--- config.mk ---
export PLATFORM = sky130hd
export DESIGN_NAME = cpc_crc_acc
export DESIGN_NICKNAME = d
export VERILOG_FILES = /design/src/rtl/cpc_pkg.sv /design/src/rtl/cpc_crc_acc.sv
export SDC_FILE = /design/constraint.sdc
export NUM_CORES = 1
export LEC_CHECK = 0
export ABC_CLOCK_PERIOD_IN_PS = 4400
export BUFFER_PORTS_ARGS = -buffer_cell sky130_fd_sc_hd__buf_2
export CAP_MARGIN = 15
export CORE_ASPECT_RATIO = 1.4
export CORE_MARGIN = 5
export CORE_UTILIZATION = 58
export CTS_CLUSTER_DIAMETER = 200
export CTS_CLUSTER_SIZE = 20
export DETAILED_ROUTE_END_ITERATION = 7
export PLACE_DENSITY = 0.83
export SLEW_MARGIN = 20
export SYNTH_ARGS = -nofsm -noshare
export SYNTH_HDL_FRONTEND = slang
export SYNTH_SLANG_ARGS = --single-unit
--- constraint.sdc ---
create_clock -name clk -period 4.4 [get_ports clk]
set_input_delay 0.44 -clock clk [delete_from_list [all_inputs] [get_ports clk]]
set_output_delay 0.44 -clock clk [all_outputs]
set_load 0.005 [all_outputs]
--- src/rtl/cpc_pkg.sv ---
package cpc_pkg;
    localparam int          CRC_W    = 16;
    localparam logic [15:0] CRC_POLY = 16'h1021;
    localparam logic [15:0] CRC_SEED = 16'hFFFF;

    localparam int CNT_EVT = 0;
    localparam int CNT_PAT = 1;
    localparam int CNT_CRC = 2;
    localparam int N_CNT   = 3;

    typedef struct packed {
        logic done;
        logic pat_bad;
        logic crc_bad;
    } evt_result_t;
endpackage

--- src/rtl/cpc_crc_acc.sv ---
module cpc_crc_acc
    import cpc_pkg::*;
#(
    parameter int DATA_W = 16
) (
    input  logic              clk,
    input  logic              rst,
    input  logic              word_vld,
    input  logic              word_last,
    input  logic [DATA_W-1:0] word,
    output logic              crc_bad
);
    logic [CRC_W-1:0] crc_q;
    logic [CRC_W-1:0] crc_nxt;

    always_comb begin
        crc_nxt = crc_q;
        for (int b = DATA_W - 1; b >= 0; b--) begin
            crc_nxt = {crc_nxt[CRC_W-2:0], 1'b0}
                    ^ ({CRC_W{crc_nxt[CRC_W-1] ^ word[b]}} & CRC_POLY);
        end
    end

    always_ff @(posedge clk) begin
        if (rst) begin
            crc_q <= CRC_SEED;
        end else if (word_vld) begin
            crc_q <= word_last ? CRC_SEED : crc_nxt;
        end
    end

    assign crc_bad = word_vld && word_last && (crc_q != word[CRC_W-1:0]);

    // register is re-seeded for the next event after every trailer
    p_crc_reseed_r7: assert property (@(posedge clk) disable iff (rst)
        (word_vld && word_last) |=> (crc_q == CRC_SEED));
endmodule

# Yosys cells after proc, flatten, opt, wreduce, memory -nomap -nowiden
# Index checks and enable logic that the tools add are counted.
word_totals:
  regBits: 16
  in_bits: 20
  elab_cells: 37
  out_inout_bits: 1
classes:
  n_eq_ne: 1
  bitwise: 32
  reduce_logical: 2
  muxes: 1
ops:
  columns: ["cell", "n"]
  rows:
  - ["XOR 16 x 13 -> 16 bit", 16]
  - ["two-way mux 16 bit", 1]
  - ["!= test 16 bit", 1]
  - ["XOR 1 bit", 16]
  - ["logical AND 1 bit", 2]

# Longest topological paths before layout
logic_depth:
  ltp_word: 33
  ltp_mapped: 6
  ltp_nobuf: 6

# Worst setup path after synthesis
# No wires, ideal clock.
synth_path:
  path_kind: "in2reg"
  from: "in word[8]"
  to: "reg crc_q[12]"
  setup_slack_ns: 2.482
  required_ns: 4.267
  stages: 6
  setup_time_ns: 0.133
  arrival_ns: 1.785
  n_path_buf: 0
  cell_sequence: "xnor2_1 > xor3_1 > xnor2_2 > xnor2_1 > and3_1 > o21ai_1"
synth_via:
  elab_chain_len: 13
synth_lines:
  columns: ["element", "line_no", "text"]
  rows:
  - ["start, declared", "cpc_crc_acc.sv:10", "input logic [DATA_W-1:0] word,"]
  - ["XOR 1 bit", "cpc_crc_acc.sv:20", "^ ({CRC_W{crc_nxt[CRC_W-1] ^ word[b]}} & CRC_POLY);"]
  - ["XOR 16 x 13 -> 16 bit (4 in series)", "cpc_crc_acc.sv:20", null]
  - ["XOR 1 bit", "cpc_crc_acc.sv:20", null]
  - ["XOR 16 x 13 -> 16 bit (4 in series)", "cpc_crc_acc.sv:20", null]
  - ["XOR 1 bit", "cpc_crc_acc.sv:20", null]
  - ["XOR 16 x 13 -> 16 bit", "cpc_crc_acc.sv:20", null]
  - ["two-way mux 16 bit", "cpc_crc_acc.sv:28", "crc_q <= word_last ? CRC_SEED : crc_nxt;"]
  - ["end signal, assigned", "cpc_crc_acc.sv:28", null]
  - ["end, declared", "cpc_crc_acc.sv:13", "logic [CRC_W-1:0] crc_q;"]
# Every way passes these cells.
# A chain may end at the register's enable or synchronous reset.

# Worst setup path in the final report
layout_path:
  from: "reg crc_q[8]"
  to: "reg crc_q[12]"
layout_via:
  elab_chain_len: 20
layout_lines:
  columns: ["element", "line_no"]
  rows:
  - ["XOR 16 x 13 -> 16 bit (7 in series)", "cpc_crc_acc.sv:20"]
  - ["XOR 1 bit", "cpc_crc_acc.sv:20"]
  - ["XOR 16 x 13 -> 16 bit (4 in series)", "cpc_crc_acc.sv:20"]
  - ["XOR 1 bit", "cpc_crc_acc.sv:20"]
  - ["XOR 16 x 13 -> 16 bit (4 in series)", "cpc_crc_acc.sv:20"]
  - ["XOR 1 bit", "cpc_crc_acc.sv:20"]
  - ["XOR 16 x 13 -> 16 bit", "cpc_crc_acc.sv:20"]
  - ["two-way mux 16 bit", "cpc_crc_acc.sv:28"]
# Every way passes these cells.

==> flow_summary.yaml <==
outcome:
  outcome: "finished, final reports clean"
critical_path:
  cp_num_buf_inv: 0
  r2r_slack_ns: 2.31
  cp-start-kind: "flop"
  timing.rr.start: "crc_q[8]"
  crit_chain: "xnor2_1 -> xor3_1 -> xnor2_2 -> xnor2_1 -> and3_1 -> o21ai_1"
  reg2reg_depth: 6
  crit_family: "XOR/XNOR gates"
  crit_type: "flop to flop"
  required_ns: 4.57
  cp_max_fo: 3
  cp_common_cell: "xnor2_1"
  worstReg2RegEnd: "crc_q[12]"
  cp-end-kind: "flop"
  arrival_ns: 2.26
  cpPeakStageDelay_ns: 0.57
  crit_path_top_delay_cell: "xor3_1"
timing:
  setup_viol: 0
  relSlewSlack_pct: 64.51
  drv_slew: 0
  hold_viol: 0
  finalCritPeriodShare_pct: 47.60
  setup_ws_ns: 2.306
  max_slew.worst_pin.slew_ns: 0.5285
  fin_tns_setup_ns: 0
  fin_crit_ns: 2.094
  fmax_ghz: 0.4775
  finClkSkew_ns: 0.003969
  rsz0062_at_grt: "false"
clock_tree:
  cts.repair.resized: 0
  cts_setup_buffers: 0
  ctsHoldBuffers: 0
  clock_latency_ns: 0.31
  cts_sinks: 16
  cts_htree_levels: 1
  cts.path.max_buffers: 2
  clk_pin_slew_worst_paths_ns: 0.10
  cts_tree: "yes"
  cts_root_buf: "clkbuf_4"
  numCtsBuffers: 3
layout:
  syn_to_final_growth_pct: 12.76
  finish.utilization_pct: 67.19
  largest_registers: "crc_q: 16 flops"
  fillCellCount: 153
  final_cell_area_mm2: 0.001294
  largest_reg_flops: 16
  largest-register: "crc_q"
  layout_common_cells: "30 x xnor2_1, 20 x buf_2, 16 x dfxtp_1"
  antenna_cells: 0
  final_common_cell: "xnor2_1"
  instances_no_fill: 159
  nets: 159
  drive_gt1_share_pct: 23.91
floorplan:
  die_x_um: 47.59
  ios: 21
  die_area_mm2: 0.002980
  rows: 19
  core_mm2: 0.001926
  start_util_pct: 59.58
  die_h_um: 62.63
global_routing:
  antenna_found_initial: 0
  grt_pass1_vias: 942
  grt_overflow: 0
  grt_max_degree: 26
  grt_pass1_wl_mm: 4.284
  track_usage_pct: 20.00
drt:
  dr.pass1.iters: 6
  vias: 905
  wl_mm: 2.579
  detail-route-antenna-nets: 0
  avgRoutedWirePerCell_um: 16.22
  drt_iter0_markers: 15
  vias_per_cell: 5.692
  drc: 0
synthesis:
  syn_area_per_cell_um2: 9.723
  yosysWarnings: 0
  ys_ff_latch: 16
  ys_seq_area_share_pct: 27.92
  synth.cell_area_mm2: 0.001147
  syn-num-nets: 138
  syn_inst: 118
  ys_types: 23
power_and_ir_drop:
  ir_drop_mv: 0.5982
  power_density_mw_per_mm2: 932.6
  power.leakage_nw: 0.5328
job:
  maxCapViolCount: 0
place:
  gp_congestion: 0.8468
  port_buffers: 20
  dp_hpwl_mm: 1.998
  dp.cells: 155
  post-place-ws_ns: 2.146
  placed_cell_area_mm2: 0.001257
hold_path:
  hold_depth: 2
  hp-class: "input port to flop"
  min-delay-start: "rst"
  min_to: "crc_q[3]"
[Yosys cell counts, drive strengths merged]
cell | number | area (µm²)
nand2b | 5 | 31.28
clkbuf | 3 | 11.26
xor3 | 1 | 23.77
nor3 | 5 | 25.02
dfxtp | 16 | 320.3
xnor2 | 37 | 387.9
xnor3 | 3 | 68.81
nand2 | 3 | 11.26
and3 | 5 | 32.53
o21ai | 6 | 30.03
a21oi | 12 | 60.06
o21bai | 1 | 7.510
nor2b | 1 | 6.260
nand4 | 4 | 25.02
xor2 | 7 | 61.31
nor2 | 4 | 15.01
o22ai | 4 | 25.02
buf | 1 | 5.000
[worst max path at each step]
stage / start / to / depth (start not counted)
after floorplan: word[8] / crc_q[12] / 6
after global placement: word[14] / crc_q[14] / 7
after detailed placement: word[8] / crc_q[12] / 7
after CTS: crc_q[8] / crc_q[12] / 6
after global routing: crc_q[8] / crc_q[12] / 6
final: crc_q[8] / crc_q[12] / 6
[logic make-up (layout without fill, tap and decap cells)]
| group | count (synthesis) | count (layout) | share of synthesized area (%) |
|---|---|---|---|
| compound gates | 23 | 23 | 10.69 |
| flops | 16 | 16 | 27.92 |
| simple gates | 27 | 27 | 12.76 |
| xor+xnor | 48 | 48 | 47.22 |
| buf+inv | 4 | 24 | 1.417 |
[report_power, final]
| group | internal (W) | total, W | switching [W] | leakage, nW |
|---|---|---|---|---|
| clock network | 0.0000506 | 0.000103 | 0.0000526 | 0.0210 |
| registers | 0.000192 | 0.000227 | 0.0000351 | 0.131 |
| logic | 0.000439 | 0.000876 | 0.000438 | 0.380 |
| total | 0.000681 | 0.00121 | 0.000525 | 0.533 |
[per-layer routing]
layer,global-route usage [%],share of wire (%),wire length (µm),vias up
met1,23.01,39,1009,436
met4,10.10,2.6,68,0
met5,0,0,0,-
li1,-,-,-,441
met2,33.05,54,1399,21
met3,3.746,4.0,102,7
[worst register-to-register path, delay by kind of cell, from the launching register on]
kind,cells,cell delay [ns]
flops,1,0.33
simple gates,1,0.19
xor+xnor,4,1.37
compound gates,1,0.07
[cell type report]
class	count	area [µm²]	area share, %
sequential	16	320.3	24.76
tap	21	26.28	2.031
clock buffer	4	36.28	2.805
multi-input combinational	98	810.8	62.67
timing repair buffer	20	100.1	7.737
[through the flow]
stage,hold WS [ns],total power (W)
final,0.4962,0.001207
after floorplan,0.4762,0.0009532
after CTS,0.5051,0.001202
after detailed placement,0.4934,0.001092
after global routing,0.5023,0.001287
after global placement,0.4876,0.001068
No activity file was read; power rests on OpenSTA's default activity.
